## src/rtl/scsi_dma_pkg.sv

```systemverilog
package scsi_dma_pkg;
  localparam int REG_W = 32;
  localparam int IDX_W = 3;
  localparam int ST_W  = 6;

  localparam logic [IDX_W-1:0] IDX_CMD   = 3'd0;
  localparam logic [IDX_W-1:0] IDX_SCNT  = 3'd1;
  localparam logic [IDX_W-1:0] IDX_SADDR = 3'd2;
  localparam logic [IDX_W-1:0] IDX_WCNT  = 3'd3;
  localparam logic [IDX_W-1:0] IDX_WADDR = 3'd4;
  localparam logic [IDX_W-1:0] IDX_STAT  = 3'd5;
  localparam logic [IDX_W-1:0] IDX_SDESC = 3'd6;
  localparam logic [IDX_W-1:0] IDX_WDESC = 3'd7;

  typedef enum logic [1:0] {
    OP_IDLE  = 2'd0,
    OP_BLAST = 2'd1,
    OP_ABORT = 2'd2,
    OP_START = 2'd3
  } dma_op_e;

  localparam int CMD_DIR_BIT = 7;
  localparam int ST_DONE_BIT = 3;
  localparam int ST_SINT_BIT = 4;
  localparam logic [ST_W-1:0] ST_STICKY_MASK = 6'b00_1110;

  localparam logic [REG_W-1:0] WADDR_RST = 32'hFFFF_FFFF;
  localparam logic [REG_W-1:0] WDESC_RST = 32'hFFFF_FFFD;

  // Applies the two clear rules to the stored flags.
  function automatic logic [ST_W-1:0] stat_after_clear(
      input logic [ST_W-1:0] cur, input logic w1c_hit,
      input logic [ST_W-1:0] wbits, input logic cor_hit);
    logic [ST_W-1:0] r;
    r = cur;
    if (w1c_hit) r = r & ~(wbits & ST_STICKY_MASK);
    if (cor_hit) r = r & ~ST_STICKY_MASK;
    return r;
  endfunction
endpackage

```

## src/rtl/scsi_dma_ctrl.sv

```systemverilog
module scsi_dma_ctrl
  import scsi_dma_pkg::*;
(
  input  logic             clk,
  input  logic             rst_n,
  input  logic             wr_en_i,
  input  logic             rd_en_i,
  input  logic [IDX_W-1:0] idx_i,
  input  logic [REG_W-1:0] wdata_i,
  input  logic             clr_on_read_i,
  input  logic             done_evt_i,
  output logic [REG_W-1:0] cmd_q,
  output logic [REG_W-1:0] scnt_q,
  output logic [REG_W-1:0] saddr_q,
  output logic [REG_W-1:0] sdesc_q,
  output logic [ST_W-1:0]  stat_q,
  output logic             active_q,
  output logic             start_evt_o,
  output logic             idle_evt_o,
  output logic             abort_evt_o
);
  logic    cmd_wr;
  dma_op_e op;
  logic    w1c_hit, cor_hit;
  logic [ST_W-1:0] stat_n;

  assign cmd_wr      = wr_en_i && (idx_i == IDX_CMD);
  assign op          = dma_op_e'(wdata_i[1:0]);
  assign start_evt_o = cmd_wr && (op == OP_START);
  assign idle_evt_o  = cmd_wr && (op == OP_IDLE);
  assign abort_evt_o = cmd_wr && (op == OP_ABORT);

  assign w1c_hit = wr_en_i && (idx_i == IDX_STAT) && !clr_on_read_i;
  assign cor_hit = rd_en_i && (idx_i == IDX_STAT) && clr_on_read_i;

  always_comb begin
    stat_n = stat_after_clear(stat_q, w1c_hit, wdata_i[ST_W-1:0], cor_hit);
    if (done_evt_i) stat_n[ST_DONE_BIT] = 1'b1;
    if (start_evt_o) stat_n = '0;
  end

  always_ff @(posedge clk or negedge rst_n) begin
    if (!rst_n) begin
      cmd_q    <= '0;
      scnt_q   <= '0;
      saddr_q  <= '0;
      sdesc_q  <= '0;
      stat_q   <= '0;
      active_q <= 1'b0;
    end else begin
      stat_q <= stat_n;
      if (wr_en_i) begin
        case (idx_i)
          IDX_CMD:   cmd_q   <= wdata_i;
          IDX_SCNT:  scnt_q  <= wdata_i;
          IDX_SADDR: saddr_q <= wdata_i;
          IDX_SDESC: sdesc_q <= wdata_i;
          default: ;
        endcase
      end
      if (start_evt_o)     active_q <= 1'b1;
      else if (idle_evt_o) active_q <= 1'b0;
    end
  end
endmodule

```

## src/rtl/scsi_dma_xfer.sv

```systemverilog
module scsi_dma_xfer
  import scsi_dma_pkg::*;
#(
  parameter int LEN_W = 16
) (
  input  logic             clk,
  input  logic             rst_n,
  input  logic             start_evt_i,
  input  logic [REG_W-1:0] scnt_i,
  input  logic [REG_W-1:0] saddr_i,
  input  logic [REG_W-1:0] sdesc_i,
  input  logic             active_i,
  input  logic             dir_to_mem_i,
  input  logic             cmd_complete_i,
  input  logic             xfer_valid_i,
  input  logic [LEN_W-1:0] xfer_len_i,
  input  logic             xfer_to_mem_i,
  output logic             xfer_ready_o,
  input  logic             mem_ready_i,
  output logic             mem_valid_o,
  output logic [REG_W-1:0] mem_addr_o,
  output logic [LEN_W-1:0] mem_len_o,
  output logic             mem_to_mem_o,
  output logic [REG_W-1:0] wcnt_q,
  output logic [REG_W-1:0] waddr_q,
  output logic [REG_W-1:0] wdesc_q,
  output logic             accept_evt_o,
  output logic             match_evt_o,
  output logic             done_evt_o
);
  localparam int PAD_W = REG_W - LEN_W;

  // Smaller of the request and the remaining count; fits LEN_W bits.
  function automatic logic [LEN_W-1:0] trim_chunk(
      input logic [LEN_W-1:0] req, input logic [REG_W-1:0] left);
    if ({{PAD_W{1'b0}}, req} <= left) return req;
    return left[LEN_W-1:0];
  endfunction

  logic [LEN_W-1:0] chunk;
  logic [REG_W-1:0] chunk_ext;
  logic [REG_W-1:0] wcnt_after;

  assign xfer_ready_o = !mem_valid_o;
  assign accept_evt_o = xfer_valid_i && xfer_ready_o;
  assign match_evt_o  = accept_evt_o && active_i && (xfer_to_mem_i == dir_to_mem_i);
  assign chunk        = trim_chunk(xfer_len_i, wcnt_q);
  assign chunk_ext    = {{PAD_W{1'b0}}, chunk};
  assign wcnt_after   = wcnt_q - chunk_ext;
  assign done_evt_o   = (match_evt_o && (wcnt_after == '0)) || cmd_complete_i;

  always_ff @(posedge clk or negedge rst_n) begin
    if (!rst_n) begin
      wcnt_q  <= '0;
      waddr_q <= WADDR_RST;
      wdesc_q <= WDESC_RST;
    end else begin
      if (match_evt_o) begin
        wcnt_q  <= wcnt_after;
        waddr_q <= waddr_q + chunk_ext;
      end
      if (cmd_complete_i) wcnt_q <= '0;
      if (start_evt_i) begin
        wcnt_q  <= scnt_i;
        waddr_q <= saddr_i;
        wdesc_q <= sdesc_i;
      end
    end
  end

  always_ff @(posedge clk or negedge rst_n) begin
    if (!rst_n) begin
      mem_valid_o  <= 1'b0;
      mem_addr_o   <= '0;
      mem_len_o    <= '0;
      mem_to_mem_o <= 1'b0;
    end else if (match_evt_o) begin
      mem_valid_o  <= 1'b1;
      mem_addr_o   <= waddr_q;
      mem_len_o    <= chunk;
      mem_to_mem_o <= xfer_to_mem_i;
    end else if (mem_ready_i) begin
      mem_valid_o  <= 1'b0;
    end
  end
endmodule

```

## src/rtl/scsi_dma_chan.sv

```systemverilog
module scsi_dma_chan
  import scsi_dma_pkg::*;
#(
  parameter int LEN_W = 16
) (
  input  logic             clk,
  input  logic             rst_n,
  input  logic             reg_wr_en_i,
  input  logic             reg_rd_en_i,
  input  logic [2:0]       reg_idx_i,
  input  logic [31:0]      reg_wdata_i,
  output logic [31:0]      reg_rdata_o,
  input  logic             stat_clr_on_read_i,
  input  logic             core_irq_i,
  input  logic             cmd_complete_i,
  output logic             abort_req_o,
  output logic             dma_active_o,
  input  logic             xfer_valid_i,
  input  logic [LEN_W-1:0] xfer_len_i,
  input  logic             xfer_to_mem_i,
  output logic             xfer_ready_o,
  output logic             mem_req_valid_o,
  input  logic             mem_req_ready_i,
  output logic [31:0]      mem_req_addr_o,
  output logic [LEN_W-1:0] mem_req_len_o,
  output logic             mem_req_to_mem_o
);
  logic [REG_W-1:0] cmd_q, scnt_q, saddr_q, sdesc_q;
  logic [REG_W-1:0] wcnt_q, waddr_q, wdesc_q;
  logic [ST_W-1:0]  stat_q;
  logic             start_evt, idle_evt, abort_evt;
  logic             accept_evt, match_evt, done_evt;
  logic [ST_W-1:0]  stat_view;

  scsi_dma_ctrl u_ctrl (
    .clk(clk), .rst_n(rst_n),
    .wr_en_i(reg_wr_en_i), .rd_en_i(reg_rd_en_i), .idx_i(reg_idx_i),
    .wdata_i(reg_wdata_i), .clr_on_read_i(stat_clr_on_read_i),
    .done_evt_i(done_evt),
    .cmd_q(cmd_q), .scnt_q(scnt_q), .saddr_q(saddr_q), .sdesc_q(sdesc_q),
    .stat_q(stat_q), .active_q(dma_active_o),
    .start_evt_o(start_evt), .idle_evt_o(idle_evt), .abort_evt_o(abort_evt)
  );

  scsi_dma_xfer #(.LEN_W(LEN_W)) u_xfer (
    .clk(clk), .rst_n(rst_n),
    .start_evt_i(start_evt), .scnt_i(scnt_q), .saddr_i(saddr_q), .sdesc_i(sdesc_q),
    .active_i(dma_active_o), .dir_to_mem_i(cmd_q[CMD_DIR_BIT]),
    .cmd_complete_i(cmd_complete_i),
    .xfer_valid_i(xfer_valid_i), .xfer_len_i(xfer_len_i), .xfer_to_mem_i(xfer_to_mem_i),
    .xfer_ready_o(xfer_ready_o),
    .mem_ready_i(mem_req_ready_i), .mem_valid_o(mem_req_valid_o),
    .mem_addr_o(mem_req_addr_o), .mem_len_o(mem_req_len_o), .mem_to_mem_o(mem_req_to_mem_o),
    .wcnt_q(wcnt_q), .waddr_q(waddr_q), .wdesc_q(wdesc_q),
    .accept_evt_o(accept_evt), .match_evt_o(match_evt), .done_evt_o(done_evt)
  );

  assign abort_req_o = abort_evt;

  always_comb begin
    stat_view = stat_q;
    if (core_irq_i) stat_view[ST_SINT_BIT] = 1'b1;
  end

  always_comb begin
    case (reg_idx_i)
      IDX_CMD:   reg_rdata_o = cmd_q;
      IDX_SCNT:  reg_rdata_o = scnt_q;
      IDX_SADDR: reg_rdata_o = saddr_q;
      IDX_WCNT:  reg_rdata_o = wcnt_q;
      IDX_WADDR: reg_rdata_o = waddr_q;
      IDX_STAT:  reg_rdata_o = {{(REG_W-ST_W){1'b0}}, stat_view};
      IDX_SDESC: reg_rdata_o = sdesc_q;
      default:   reg_rdata_o = wdesc_q;
    endcase
  end
endmodule

```

## config.mk

```make
export PLATFORM = sky130hd
export DESIGN_NAME = scsi_dma_chan
export DESIGN_NICKNAME = d
export VERILOG_FILES = /design/src/rtl/scsi_dma_pkg.sv /design/src/rtl/scsi_dma_ctrl.sv /design/src/rtl/scsi_dma_xfer.sv /design/src/rtl/scsi_dma_chan.sv
export SDC_FILE = /design/constraint.sdc
export NUM_CORES = 1
export LEC_CHECK = 0
export ABC_AREA = 1
export BUFFER_PORTS_ARGS = -buffer_cell sky130_fd_sc_hd__buf_2
export CAP_MARGIN = 10
export CELL_PAD_IN_SITES_DETAIL_PLACEMENT = 1
export CELL_PAD_IN_SITES_GLOBAL_PLACEMENT = 2
export CORE_MARGIN = 2
export CORE_UTILIZATION = 35
export DETAILED_ROUTE_END_ITERATION = 8
export GPL_ROUTABILITY_DRIVEN = 0
export PLACE_DENSITY = 0.92
export SLEW_MARGIN = 20
export SYNTH_ARGS = -nofsm -noshare
export SYNTH_HDL_FRONTEND = slang
export SYNTH_HIERARCHICAL = 1
export SYNTH_SLANG_ARGS = --single-unit
```

## constraint.sdc

```tcl
create_clock -name clk -period 4.8 [get_ports clk]
set_input_delay 0.48 -clock clk [delete_from_list [all_inputs] [get_ports clk]]
set_output_delay 0.48 -clock clk [all_outputs]
set_load 0.1 [all_outputs]
```

==> qor.csv, run 1 <==
stage,metric,value,unit
detailed_routing,post-detailed-route via-to-cell ratio,5.51,
hold_path,Hold Path Class,primary input to register,
global_route,pin count of the biggest net entering global routing,118,
place,placed insts,3092,
synth,Yosys Warn Count,6,
setup_path,endpoint class of the critical path,register,
floorplan,die height,225,µm
run_status,status,"complete, no violations",
cts,"Reg clk slew, reported paths",0.06,ns
cts,TritonCTS clock tree,done,
cts,setup repair bufs after CTS,0,
global_route,vias in the first global route,17691,
synth,synthesized area,17200,µm²
global_route,GRT overflow,0,
setup_path,most used cell along the critical path,nand2_1,
sta,hold slack,0.122,ns
global_route,first-pass GRT wire length,106000,µm
sta,Fin Setup TNS,0,ns
sta,Final Hold Vio Count,0,
run,max cap viols,0,
setup_path,CP required,5.28,ns
detailed_routing,Post-route DRC,0,
global_route,Total Routing Usage GR,0.275,
sta,crit share post-route,0.961,
finish,Non-Filler Instances,3158,
finish,final core area utilization,0.414,
cts,clk buf depth,3,
detailed_routing,wire per inst,22.0,µm
finish,Final Net Count,2621,
cts,root buffer cell,clkbuf_16,
cts,CTS Buf Count,36,
setup_path,R2R cell count,29,
floorplan,Rows,81,
pwr,PD cells,593,nW/µm²
setup_path,crit path max fanout,12,
pwr,Leak,10.1,nW
sta,Max Fclk,0.217,GHz
setup_path,startpoint types,register,
detailed_routing,routed vias,17399,
sta,"Setup violations, final",0,
synth,Syn Inst Count,2399,
pwr,worst IR drop on VDD,0.252,mV
cts,H-tree levels,2,
sta,Final Max Slew Viols,0,
floorplan,die area,50800,µm²
detailed_routing,detailed-router iteration count before antenna repair,5,
floorplan,Top Ports,146,
detailed_routing,initial DRC count,1566,
finish,Area growth syn-to-layout,17.3,%
global_route,initial antenna violation count,2,
cts,Worst-Skew Late Latency,0.56,ns
sta,post-route minimum period,4.61,ns
setup_path,crit path DAT,5.09,ns
setup_path,worst setup path category,register to register,
setup_path,crit-path max cell delay,0.40,ns
floorplan,core box area,48600,µm²
synth,"Avg Cell Area, Syn",7.15,µm²
detailed_routing,remaining antenna violation count,0,
place,port bufs,145,
sta,skew final,0.0205,ns
pwr,Tot Pwr,0.0119,W
detailed_routing,drt total wl,69300,µm
finish,fraction of layout cells with a size suffix above 1,0.157,
place,HPWL after detailed placement,51100,µm
cts,clk sinks,278,
setup_path,CP max stage cell,dfrtp_1,
sta,Relative slew margins,0.311,
floorplan,Starting Density,0.353,
hold_path,hold depth,2,
floorplan,Die X,225,µm
sta,worst-margin pin slew,1.03,ns
state kept, by name, indices dropped and copies added (netlist names):
register,flops
u_xfer/wcnt_q,32
u_xfer/mem_valid_o,1
u_xfer/mem_to_mem_o,1
u_ctrl/saddr_q,32
u_xfer/mem_addr_o,32
u_ctrl/scnt_q,32
u_ctrl/sdesc_q,32
u_ctrl/active_q,1
u_xfer/waddr_q,32
u_xfer/wdesc_q,32
u_ctrl/cmd_q,32
u_xfer/mem_len_o,16
u_ctrl/stat_q,3
path summary, 6_finish.rpt:
| path | start | to | slack [ns] |
|---|---|---|---|
| max in group asynchronous | rst_n | u_xfer/mem_addr_o[26] | 3.17 |
| setup / recovery | u_xfer/wcnt_q[13] | u_ctrl/stat_q[3] | 0.19 |
| hold reg to reg | u_xfer/wdesc_q[19] | u_xfer/wdesc_q[19] | 0.46 |
| setup reg to reg | u_xfer/wcnt_q[13] | u_ctrl/stat_q[3] | 0.19 |
| min in group asynchronous | rst_n | u_ctrl/cmd_q[29] | 0.48 |
| hold / removal | mem_req_ready_i | u_xfer/mem_valid_o | 0.12 |
report_power, final:
part | switching [W] | internal [W]
Sequential | 0.000621 | 0.00309
Combinational | 0.00410 | 0.00140
Clock | 0.00112 | 0.00160
layout by cell type, fill, tap and decap left out, types with 7 or more instances in the layout:
master and n:
buf_4 36, clkbuf_8 7, inv_2 10, o211ai_1 15
nor3_1 15, nand2_2 32, nand2_1 758, clkbuf_16 36
dfrtp_1 213, xnor2_1 7, dfstp_2 63, o21bai_1 9
a21oi_1 63, nand4_1 127, o21ai_0 87, ha_1 47
nor2_1 210, a22oi_1 28, xor2_1 14, inv_1 265
o21ai_2 17, nand3_1 157, nor2_2 8, clkbuf_1 8
o21ai_1 86, clkinv_2 8, buf_2 112, buf_12 36
final cells by class:
class                   count  area, µm²
repair buffers            186       1580
well taps                 622        778
clock inverters            13        135
clock buffers              51       1030
flip-flops and latches    278       7040
inverters                 278       1050
diodes                      1       2.50
fillers                  6094      28500
multi-input cells        1729       8510
critical path: cells and delay by family, from the launching register on:
kind                     cells  cell delay [ns]
AND/OR/NAND/NOR             19             2.22
AO/OA/AOI/OAI                3             0.75
buffers and inverters        5             0.64
adder cells (fa/ha/maj)      2             0.53
flip-flops                   1             0.40
per-stage QoR:
stage / cell area, µm² / setup slack [ns]
4_1_cts: 20100 / 0.0783
2_1_floorplan: 17200 / 0.966
6_report: 20100 / 0.189
3_3_place_gp: 18900 / 0.0354
3_5_place_dp: 18900 / -0.0930
5_1_grt: 20100 / -0.0242
layer usage:
metal  up-vias  part of all wire  GRT usage
met5         -                 0          0
met4         0             0.042      0.116
met3       130             0.072     0.0477
met2       625              0.44      0.420
met1      8640              0.45      0.384
li1       8004                 -          -
timing repair:
| item | in CTS | in global routing |
|---|---|---|
| endpoints found under the setup margin | 1 | 1 |
| pin swaps | 0 | 1 |
| hold buffers | 1 | 0 |
| endpoints found under the hold margin | 54 | 0 |
| resized for setup | 1 | 18 |
Note: power is estimated with default switching activity, not from simulation.
==> run 2, diff against run 1 <==
Settings changed: CORE_ASPECT_RATIO set to 0.7.
==> qor.csv, run 2 (synthesis gave the netlist of run 1 again) <==
stage,metric,value,unit,change
run_status,status,"complete, no violations",,
pwr,Psw,0.00579,W,-0.95%
detailed_routing,post-detailed-route via-to-cell ratio,5.51,,about the same
sta,crit share post-route,0.936,,-0.0244
floorplan,Top Ports,146,,unchanged
place,pre-CTS setup slack,0.150,ns,+0.243 ns
hold_path,Hold Path Class,primary input to register,,
cts,clk sinks,278,,unchanged
floorplan,Die X,269,µm,+19%
finish,most frequent cells in the layout,"757 x nand2_1, 265 x inv_1, 214 x dfrtp_1",,
finish,Area growth syn-to-layout,16.6,%,
place,HPWL after detailed placement,52300,µm,+2.3%
sta,skew final,0.0320,ns,+0.0115 ns
cts,root buffer cell,clkbuf_16,,
pwr,Internal,0.00588,W,-3.4%
detailed_routing,remaining antenna violation count,0,,unchanged
setup_path,crit path DAT,4.99,ns,-0.10 ns
pwr,clock power share,0.211,,-0.017
setup_path,crit path max fanout,15,,+3
sta,Relative slew margins,0.314,,+0.00327
global_route,first-pass GRT wire length,108000,µm,+1.9%
cts,CTS Buf Count,31,,-14%
run,max cap viols,0,,unchanged
finish,fraction of layout cells with a size suffix above 1,0.153,,-0.00376
pwr,combinational share of power,0.470,,+0.009
setup_path,worst setup path category,register to register,,
detailed_routing,initial DRC count,1693,,+8.1%
finish,Final Cell Area,20000,µm²,-0.55%
sta,final critical-path setup slack,0.306,ns,+0.117 ns
pwr,PD cells,583,nW/µm²,-1.7%
sta,unrepaired setup endpoints after global routing,false,,
detailed_routing,wire per inst,22.0,µm,+0.14%
setup_path,CP max stage cell,dfrtp_2,,
cts,H-tree levels,1,,-1
cts,Worst-Skew Late Latency,0.60,ns,+0.04 ns
global_route,Total Routing Usage GR,0.277,,+0.00228
sta,Final Hold Vio Count,0,,unchanged
pwr,Sw Ratio,0.496,,+0.00626
floorplan,die height,189,µm,-16%
detailed_routing,detailed-router iteration count before antenna repair,5,,unchanged
global_route,vias in the first global route,17622,,-0.39%
setup_path,startpoint types,register,,
finish,"commonest non-fill, non-tap cell in the layout",nand2_1,,
detailed_routing,routed vias,17550,,+0.87%
sta,"Setup violations, final",0,,unchanged
cts,"Reg clk slew, reported paths",0.07,ns,about the same
global_route,initial antenna violation count,5,,+3
sta,post-route minimum period,4.49,ns,-0.117 ns
sta,worst-margin pin slew,1.03,ns,-0.00491 ns
floorplan,core box area,48100,µm²,-1.1%
setup_path,crit-path max cell delay,0.47,ns,+0.07 ns
pwr,sequential power share,0.319,,+0.008
global_route,pin count of the biggest net entering global routing,101,,-14%
floorplan,Rows,67,,-17%
sta,Max Fclk,0.223,GHz,+2.6%
pwr,worst IR drop on VDD,0.478,mV,+90%
setup_path,CP required,5.29,ns,about the same
detailed_routing,drt total wl,70100,µm,+1.1%
finish,Final Net Count,2619,,-0.076%
global_route,GRT overflow,0,,unchanged
place,port bufs,145,,unchanged
place,placed inst area,18900,µm²,about the same
floorplan,Starting Density,0.357,,+0.00387
floorplan,die area,50800,µm²,about the same
cts,TritonCTS clock tree,done,,
cts,clk buf depth,3,,unchanged
detailed_routing,Post-route DRC,0,,unchanged
pwr,Tot Pwr,0.0117,W,-2.2%
sta,Final Max Slew Viols,0,,unchanged
setup_path,endpoint class of the critical path,register,,
setup_path,most used cell along the critical path,nand3_1,,
pwr,Leak,10.1,nW,-0.64%
sta,Fin Setup TNS,0,ns,unchanged
## run 2: changes by cell type in the layout (fill, tap and decap cells not counted), sizes merged
cell,delta
buf,+3
bufinv,+1
clkbuf,-4
clkinv,-3
clkinvlp,-1
inv,+1
## run 2: power groups by stage
stage	clock network [W]	logic [W]	registers, W
global route	0.00259	0.00588	0.00379
CTS	0.00251	0.00541	0.00370
finish	0.00247	0.00548	0.00372
floorplan	0	0.00258	0.00485
detailed placement	0	0.00537	0.00373
global placement	0	0.00526	0.00369
## run 2: worst max-delay path: cells and delay by family (launching register included)
family                   cells  cell delay, ns
AO/OA/AOI/OAI                1            0.28
AND/OR/NAND/NOR             23            2.66
buffers and inverters        4            0.54
adder cells (fa/ha/maj)      1            0.42
flip-flops                   1            0.47
## run 2: final timing paths
check,startpoint,endpoint,slack [ns],cells after the start
setup / recovery,u_xfer/wcnt_q[17],u_ctrl/stat_q[3],0.31,29
hold / removal,mem_req_ready_i,u_xfer/mem_valid_o,0.1,2
setup reg to reg,u_xfer/wcnt_q[17],u_ctrl/stat_q[3],0.31,29
hold reg to reg,u_xfer/wdesc_q[14],u_xfer/wdesc_q[14],0.46,2
max in group asynchronous,rst_n,u_xfer/wdesc_q[0],3.15,3
min in group asynchronous,rst_n,u_xfer/mem_len_o[13],0.53,2
## run 2: layer usage
| metal | vias to the layer above | part of all wire | routed length [µm] | track usage |
|---|---|---|---|---|
| met5 | - | 0.00010 | 7 | 0 |
| met4 | 2 | 0.023 | 1580 | 0.0564 |
| met3 | 97 | 0.10 | 7230 | 0.0706 |
| met2 | 693 | 0.40 | 28400 | 0.393 |
| met1 | 8759 | 0.47 | 32900 | 0.421 |
| li1 | 7999 | - | - | - |
## run 2: final cells by class
class | instances | area (µm²)
Antenna cell | 1 | 2.50
Clock buffer | 47 | 876
Clock inverter | 11 | 140
Fill cell | 6075 | 28100
Inverter | 278 | 1050
Multi-Input combinational cell | 1729 | 8510
Sequential cell | 278 | 7040
Tap cell | 655 | 820
Timing Repair Buffer | 189 | 1570
## run 2: repair_timing
item	CTS	global route
buffers inserted	0	5
hold endpoints to repair	16	0
endpoints found under the setup margin	0	1
hold buffers	1	0
resized for setup	0	15
## run 2: stage by stage
stage                      util  hold slack, ns  cells
final                     0.416          0.0985   3188
after detailed placement  0.393           0.454   3123
after floorplan               -           0.184   2401
after global routing      0.416           0.111   3187
after CTS                 0.414          0.0699   3182
after global placement    0.393           0.450   3123
==> run 3, diff against run 2 <==
Settings changed: ABC_AREA 1 to 0, CORE_UTILIZATION 35 to 38, PLACE_DENSITY 0.92 to 0.91.
==> qor.csv, run 3 <==
stage,metric,value,unit,change
sta,post-route minimum period,5.27,ns,+0.774 ns
pwr,Sw Ratio,0.487,,-0.00869
pwr,combinational share of power,0.617,,+0.147
pwr,Internal,0.00817,W,+39%
detailed_routing,remaining antenna violation count,0,,unchanged
sta,final critical-path setup slack,-0.468,ns,-0.774 ns
floorplan,die area,45900,µm²,-9.7%
pwr,Psw,0.00777,W,+34%
place,HPWL after detailed placement,48800,µm,-6.6%
setup_path,reg2reg setup slack,-0.47,ns,-0.77 ns
synth,synthesized area,16800,µm²,-2.2%
setup_path,CP required,5.31,ns,+0.02 ns
detailed_routing,routed vias,16335,,-6.9%
sta,Final Hold Vio Count,0,,unchanged
cts,"Reg clk slew, reported paths",0.06,ns,about the same
finish,Final Cell Area,21400,µm²,+6.9%
finish,"commonest non-fill, non-tap cell in the layout",nand2_1,,
setup_path,R2R Path End,u_ctrl/stat_q[3],,
detailed_routing,initial DRC count,1471,,-13%
place,placed inst area,19400,µm²,+2.5%
setup_path,crit path max fanout,7,,-8
setup_path,Critical Path Start,u_xfer/wcnt_q[26],,
global_route,pin count of the biggest net entering global routing,103,,+2.0%
setup_path,endpoint class of the critical path,register,,
floorplan,die height,180,µm,-5.0%
hold_path,Hold Startpoint,mem_req_ready_i,,
cts,root buffer cell,clkbuf_16,,
pwr,PD cells,745,nW/µm²,+28%
sta,worst-margin pin slew,0.997,ns,-0.0315 ns
cts,TritonCTS clock tree,done,,
sta,Relative slew margins,0.335,,+0.0210
global_route,first-pass GRT wire length,104000,µm,-3.9%
synth,"Avg Cell Area, Syn",9.41,µm²,+32%
pwr,Leak,9.60,nW,-4.7%
global_route,Total Routing Usage GR,0.296,,+0.0186
pwr,clock power share,0.148,,-0.063
detailed_routing,detailed-router iteration count before antenna repair,5,,unchanged
detailed_routing,Post-route DRC,0,,unchanged
setup_path,worst setup path category,register to register,,
finish,Area growth syn-to-layout,27.5,%,
hold_path,Hold Path Class,primary input to register,,
detailed_routing,post-detailed-route via-to-cell ratio,6.05,,+9.8%
run,max cap viols,0,,unchanged
cts,clk buf depth,3,,unchanged
global_route,vias in the first global route,16722,,-5.1%
cts,H-tree levels,1,,unchanged
setup_path,R2R cell count,21,,-28%
floorplan,Rows,64,,-4.5%
sta,"Setup violations, final",20,,+20
run_status,status,finished with violations,,
sta,Final Max Slew Viols,0,,unchanged
run_status,failing checks,negative setup slack,,
pwr,sequential power share,0.235,,-0.084
detailed_routing,drt total wl,70700,µm,+0.79%
pwr,worst IR drop on VDD,0.351,mV,-26%
sta,crit share post-route,1.10,,+0.161
finish,fraction of layout cells with a size suffix above 1,0.371,,+0.218
sta,Max Fclk,0.190,GHz,-15%
sta,hold slack,0.0901,ns,-0.00842 ns
finish,most frequent cells in the layout,"311 x nand2_1, 215 x dfrtp_1, 214 x buf_4",,
sta,skew final,0.0277,ns,-0.00432 ns
global_route,GRT overflow,0,,unchanged
cts,clk sinks,278,,unchanged
finish,Final Net Count,2195,,-16%
setup_path,crit path DAT,5.77,ns,+0.78 ns
sta,unrepaired setup endpoints after global routing,true,,
floorplan,Die X,255,µm,-5.0%
floorplan,core box area,43600,µm²,-9.3%
cts,CTS Buf Count,30,,-3.2%
setup_path,r2r startpoint,u_xfer/wcnt_q[26],,
synth,Yosys Warn Count,6,,unchanged
place,port bufs,145,,unchanged
global_route,initial antenna violation count,4,,-1
floorplan,Top Ports,146,,unchanged
floorplan,Starting Density,0.385,,+0.0280
synth,Syn Inst Count,1784,,-26%
setup_path,worst setup path end,u_ctrl/stat_q[3],,
cts,Worst-Skew Late Latency,0.60,ns,about the same
setup_path,startpoint types,register,,
detailed_routing,wire per inst,26.1,µm,+19%
run 3: how the worst min path moves through the flow:
stage | endpoint | cells after the start
after floorplan | u_ctrl/active_q | 0
after global placement | u_ctrl/cmd_q[31] | 2
after detailed placement | u_ctrl/cmd_q[26] | 2
after CTS | u_xfer/mem_valid_o | 2
after global routing | u_xfer/mem_valid_o | 2
final | u_xfer/mem_valid_o | 2
run 3: timing repair:
action,CTS,global route
setup endpoints to repair,35,37
buffers inserted,9,10
pin swaps,33,51
cloned,1,0
hold buffers,1,0
hold endpoints to repair,54,0
gates resized for setup,76,107
run 3: per-layer routing:
metal | vias up | routed length (µm) | track usage
met5 | - | 27 | 0
met4 | 4 | 2560 | 0.0982
met3 | 165 | 5930 | 0.0649
met2 | 739 | 32200 | 0.454
met1 | 8419 | 29900 | 0.413
li1 | 7008 | - | -
run 3: per-stage QoR:
stage | setup TNS (ns) | power (W) | cells | utilization | setup slack, ns
2_1_floorplan | -0.317 | 0.00899 | 1786 | - | -0.299
3_3_place_gp | -7.18 | 0.0117 | 2626 | 0.444 | -0.552
3_5_place_dp | -13.94 | 0.0120 | 2626 | 0.444 | -0.851
4_1_cts | -0.823 | 0.0149 | 2693 | 0.477 | -0.308
5_1_grt | -3.95 | 0.0165 | 2702 | 0.490 | -0.569
6_report | -2.52 | 0.0159 | 2702 | 0.490 | -0.468
run 3: critical path, cell delays in order (launching register included):
cell and delay [ns]:
dfrtp_1 0.42, nor3_4 0.22, or3b_4 0.41, or3_4 0.40, nor4b_4 0.36, o21ai_2 0.14, buf_6 0.17, buf_4 0.14
mux2i_1 0.11, ha_2 0.35, a21o_1 0.23, a311oi_2 0.15, buf_4 0.17, o2111ai_2 0.19, o41a_1 0.22, mux2i_1 0.11
or3_1 0.46, nor4_2 0.28, nand4_1 0.19, nand2b_1 0.15, inv_1 0.07, a221oi_2 0.23
run 3: final cells by class:
cell class / count / area (µm²)
Antenna cell: 1 / 2.50
Timing Repair Buffer: 382 / 2680
Clock inverter: 9 / 53.8
Multi-Input combinational cell: 1356 / 9810
Clock buffer: 47 / 936
Fill cell: 4979 / 22300
Tap cell: 594 / 743
Sequential cell: 278 / 7040
Inverter: 35 / 131
run 3: power groups by stage:
stage	Sequential (W)	Clock, W	Combinational [W]
finish	0.00375	0.00236	0.00983
detailed placement	0.00373	0	0.00829
global placement	0.00369	0	0.00804
floorplan	0.00489	0	0.00410
CTS	0.00370	0.00239	0.00884
global route	0.00382	0.00247	0.0103
